**src/rtl/alu_sel_pkg.sv**
```systemverilog
package alu_sel_pkg;

    // Function codes; the code value is the select input itself.
    typedef enum logic [2:0] {
        FN_PASS_INC = 3'b000,
        FN_ADD      = 3'b001,
        FN_SUB_BRW  = 3'b010,
        FN_DEC_PASS = 3'b011,
        FN_OR       = 3'b100,
        FN_XOR      = 3'b101,
        FN_AND      = 3'b110,
        FN_NOT      = 3'b111
    } alu_fn_e;

    // Second-operand choice for the adder, indexed by the low select bits.
    typedef enum logic [1:0] {
        OPB_ZERO = 2'b00,
        OPB_TRUE = 2'b01,
        OPB_INV  = 2'b10,
        OPB_ONES = 2'b11
    } opb_sel_e;

endpackage

```
**src/rtl/alu_sel_opb.sv**
```systemverilog
module alu_sel_opb
    import alu_sel_pkg::*;
#(
    parameter int N = 8
) (
    input  logic [N-1:0] b,
    input  logic [1:0]   pick,
    output logic [N-1:0] opb
);

    opb_sel_e pick_e;

    assign pick_e = opb_sel_e'(pick);

    always_comb begin
        unique case (pick_e)
            OPB_ZERO: opb = '0;
            OPB_TRUE: opb = b;
            OPB_INV:  opb = ~b;
            OPB_ONES: opb = '1;
            default:  opb = '0;
        endcase
    end

endmodule

```
**src/rtl/alu_sel_adder.sv**
```systemverilog
module alu_sel_adder #(
    parameter int N   = 8,
    parameter int GRP = 4
) (
    input  logic [N-1:0] x,
    input  logic [N-1:0] y,
    input  logic         ci,
    output logic [N-1:0] s,
    output logic         co
);

    localparam int NG = (N + GRP - 1) / GRP;

    logic [N-1:0] gen;
    logic [N-1:0] prp;
    logic [N:0]   cy;
    logic [NG:0]  gcy;

    assign gen    = x & y;
    assign prp    = x ^ y;
    assign gcy[0] = ci;

    for (genvar gi = 0; gi < NG; gi++) begin : g_grp
        localparam int LO = gi * GRP;
        localparam int W  = ((N - LO) < GRP) ? (N - LO) : GRP;

        logic grp_g;
        logic grp_p;

        // Group-level generate and propagate terms.
        always_comb begin
            grp_g = 1'b0;
            grp_p = 1'b1;
            for (int k = 0; k < W; k++) begin
                grp_g = gen[LO+k] | (prp[LO+k] & grp_g);
                grp_p = grp_p & prp[LO+k];
            end
        end

        // Carry into the next group comes from the group terms.
        assign gcy[gi+1] = grp_g | (grp_p & gcy[gi]);
        assign cy[LO]    = gcy[gi];

        for (genvar bi = 0; bi < W - 1; bi++) begin : g_bit
            assign cy[LO+bi+1] = gen[LO+bi] | (prp[LO+bi] & cy[LO+bi]);
        end
    end

    assign cy[N] = gcy[NG];
    assign s     = prp ^ cy[N-1:0];
    assign co    = cy[N];

endmodule

```
**src/rtl/alu_sel_logic.sv**
```systemverilog
module alu_sel_logic
    import alu_sel_pkg::*;
#(
    parameter int N = 8
) (
    input  logic [N-1:0] a,
    input  logic [N-1:0] b,
    input  logic [1:0]   pick,
    output logic [N-1:0] r
);

    always_comb begin
        unique case (pick)
            2'b00:   r = a | b;
            2'b01:   r = a ^ b;
            2'b10:   r = a & b;
            2'b11:   r = ~a;
            default: r = '0;
        endcase
    end

endmodule

```
**src/rtl/alu_sel_core.sv**
```systemverilog
module alu_sel_core
    import alu_sel_pkg::*;
#(
    parameter int N   = 8,
    parameter int GRP = 4
) (
    input  logic [N-1:0] a,
    input  logic [N-1:0] b,
    input  logic [2:0]   sel,
    input  logic         cin,
    output logic [N-1:0] y,
    output logic         cout
);

    alu_fn_e      fn;
    logic [N-1:0] opb;
    logic [N-1:0] sum;
    logic         sum_co;
    logic [N-1:0] lres;

    assign fn = alu_fn_e'(sel);

    alu_sel_opb #(.N(N)) u_opb (
        .b    (b),
        .pick (sel[1:0]),
        .opb  (opb)
    );

    alu_sel_adder #(.N(N), .GRP(GRP)) u_add (
        .x  (a),
        .y  (opb),
        .ci (cin),
        .s  (sum),
        .co (sum_co)
    );

    alu_sel_logic #(.N(N)) u_log (
        .a    (a),
        .b    (b),
        .pick (sel[1:0]),
        .r    (lres)
    );

    always_comb begin
        unique case (fn)
            FN_PASS_INC, FN_ADD, FN_SUB_BRW, FN_DEC_PASS: begin
                y    = sum;
                cout = sum_co;
            end
            FN_OR, FN_XOR, FN_AND, FN_NOT: begin
                y    = lres;
                cout = 1'b0;
            end
            default: begin
                y    = '0;
                cout = 1'b0;
            end
        endcase
    end

endmodule

```
**config.mk**
```make
export PLATFORM = sky130hd
export DESIGN_NAME = alu_sel_core
export DESIGN_NICKNAME = d
export VERILOG_FILES = /design/src/rtl/alu_sel_pkg.sv /design/src/rtl/alu_sel_opb.sv /design/src/rtl/alu_sel_adder.sv /design/src/rtl/alu_sel_logic.sv /design/src/rtl/alu_sel_core.sv
export SDC_FILE = /design/constraint.sdc
export NUM_CORES = 1
export LEC_CHECK = 0
export BUFFER_PORTS_ARGS = -buffer_cell sky130_fd_sc_hd__buf_2
export CAP_MARGIN = 30
export CORE_UTILIZATION = 44
export DETAILED_ROUTE_END_ITERATION = 12
export MAX_ROUTING_LAYER = met4
export PLACE_DENSITY = 0.72
export SLEW_MARGIN = 20
export SYNTH_ARGS = -nofsm -noshare
export SYNTH_HDL_FRONTEND = slang
export SYNTH_SLANG_ARGS = --single-unit
```
**constraint.sdc**
```tcl
create_clock -name vclk -period 4.4
set_input_delay 0.88 -clock vclk [all_inputs]
set_output_delay 0.88 -clock vclk [all_outputs]
set_load 0.01 [all_outputs]
```
==> flow_metrics.env <==
export IMPL_outcome="finished, violations left"
export IMPL_violations="setup timing"
export IMPL_maxSlewHeadroom_pct=71.10
export IMPL_dr_pass1_iters=3
export IMPL_fillers=198
export IMPL_rows=16
export IMPL_setup_violations=1
export IMPL_core_sq_mm=0.002042
export IMPL_gp_congestion=0.8176
export IMPL_syn_nets=170
export IMPL_crit_path_end_kind="output port"
export IMPL_final_hold_violation_count=0
export IMPL_final_cell_area_sq_mm=0.001320
export IMPL_nFlopsAndLatches=0
export IMPL_whs_path_depth=3
export IMPL_cp_data_required_time_ps=3520
export IMPL_path_depth=12
export IMPL_timing_setup_tns_ps=-4.511
export IMPL_grtUsageTotal_pct=19.52
export IMPL_start_util_pct=48.47
export IMPL_dp_cells=180
export IMPL_slew_viol_final=0
export IMPL_finalNonFillerCells=182
export IMPL_worstMarginPinSlew_ps=429.0
export IMPL_crit_fanout=6
export IMPL_vias_per_cell=5.209
export IMPL_io_pins=29
export IMPL_leakage_nw=0.7287
export IMPL_max_freq_ghz=0.2270
export IMPL_fin_nets=207
export IMPL_die_height_microns=49.43
export IMPL_layout_drive_gt1_share_pct=38.71
export IMPL_ff_latch_area_sq_um=0
export IMPL_antenna_found_initial=0
export IMPL_antenna_left=0
export IMPL_overflow=0
export IMPL_crit_top_cell="fa_2"
export IMPL_hold_ws_ps=2206
export IMPL_hold_class="in -> out"
export IMPL_wl_per_cell_microns=11.96
export IMPL_yosysSeqAreaShare_pct=0
export IMPL_post_dp_hpwl_microns=1892
export IMPL_dieArea_sq_mm=0.002443
export IMPL_max_stage_delay_ps=400
export IMPL_worstSetupStartpointType="input pin"
export IMPL_worstSetupPathType="in -> out"
export IMPL_crit_buf_inv=3
export IMPL_vias=948
export IMPL_grt_pass1_vias=962
export IMPL_multi_input_area_sq_um=925.9
export IMPL_yosysWarnings=0
export IMPL_pre_cts_ws_ps=-108.6
export IMPL_ir_worst_vdd_mv=0.07849
export IMPL_endpoint="y[6]"
export IMPL_cp_slowest_cell="fa_2"
export IMPL_netlist_area_sq_um=989.7
export IMPL_post_route_period_util_pct=100.1
export IMPL_drt_iter0_drc=8
export IMPL_powerDensity_mw_per_mm2=122.7
export IMPL_crit_family="adder cells"
export IMPL_clkbuf_count=0
export IMPL_power_uw=161.9
export IMPL_netlist_top_cell_by_area="ha_1"
export IMPL_ys_types=24
export IMPL_fp_dieW_microns=49.43
export IMPL_synthTopCellsByArea="ha_1 (30%), fa_1 (12%), mux4_2 (11%), inv_1 (9.5%), o21ai_0 (6.1%)"
export IMPL_grt_max_degree=14
export IMPL_placed_cell_area_sq_mm=0.001265
export IMPL_setup_ws_ps=-4.511
export IMPL_ctsHoldBuffers=0
export IMPL_syn_avg_cell_area_sq_um=8.247
export IMPL_port_buffers=29
export IMPL_cp_startpoint="sel[0]"
export IMPL_cp_cell_sequence="buf_8 -> nand2_2 -> a21boi_2 -> inv_1 -> ha_1 -> and4_1 -> a221o_1 -> fa_2 -> fa_2 -> fa_2 -> mux2_4 -> buf_6"
export IMPL_final_core_util_pct=64.64
export IMPL_rsz0062_at_grt="true"
export IMPL_syn_to_final_growth_pct=33.38
export IMPL_drc_errors=0
export IMPL_n_antenna_cell=0
export IMPL_netlist_instances=120
export IMPL_grt_pass1_wl_microns=3801
export IMPL_wl_microns=2176
export IMPL_cap_violations=0
export IMPL_arrival_ps=3520
export IMPL_synth_top_area_share_pct=30.34
export IMPL_fin_crit_ps=4405
-- layer usage --
metal / GRT usage [%] / part of all wire (%)
met1: 22.20 / 42
met2: 38.81 / 56
met3: 0.6231 / 2.0
met4: 1.429 / 0
met5: - / 0
-- cells in the final DEF (no fill, tap or decap), drive strengths merged, types with 3 or more instances in the layout --
master	n
buf	41
inv	26
ha	24
nand2	14
o21ai	12
fa	6
mux4	5
nor2	4
a211oi	4
mux2	3
a21o	3
-- where the power goes --
group | switching, mW | leakage (nW) | total, mW | internal, mW
Combinational | 0.0766 | 0.729 | 0.162 | 0.0853
Clock | 0 | 0 | 0 | 0
Sequential | 0 | 0 | 0 | 0
-- cell families after synthesis --
logic type	count (synthesis)	synth area share [%]
simple gates	21	8.849
compound gates	27	17.57
xor+xnor	2	1.770
fa+ha+maj	30	42.48
buf+inv	32	13.40
mux	8	15.93
-- worst min path at each step --
stage	start	end	slack [ps]
final	sel[2]	y[7]	2210
after global routing	sel[2]	y[7]	2240
after CTS	sel[2]	y[7]	2220
after detailed placement	sel[2]	y[7]	2220
after global placement	sel[2]	y[7]	2200
after floorplan	sel[2]	y[1]	1990
-- Yosys cell counts --
cell,instances
a211oi_1,4
a21boi_0,1
a21o_1,3
a21oi_1,2
a221o_1,1
a221oi_1,1
a41o_1,1
and3_1,1
and4_1,1
buf_2,4
buf_6,1
clkbuf_1,1
fa_1,6
ha_1,24
inv_1,25
inv_2,1
mux2_4,3
mux4_2,5
nand2_1,14
nand3_1,1
nor2_1,4
o211ai_1,2
o21ai_0,12
xnor2_1,2
-- timing repair --
item	4_1_cts	5_1_grt
setup buffers	0	2
setup endpoints to repair	2	2
pin swaps	2	3
gates cloned	0	0
resized for setup	8	2
-- cell type report --
class / instances / area share (%)
repair buffers: 41 / 19.72
well taps: 27 / 2.559
multi-input cells: 88 / 70.14
inverters: 26 / 7.583
-- worst min-delay path: stages --
cell,delay [ps]
buf_2,180
o21ai_1,140
buf_2,130
Note: power is estimated with default switching activity, not from simulation.
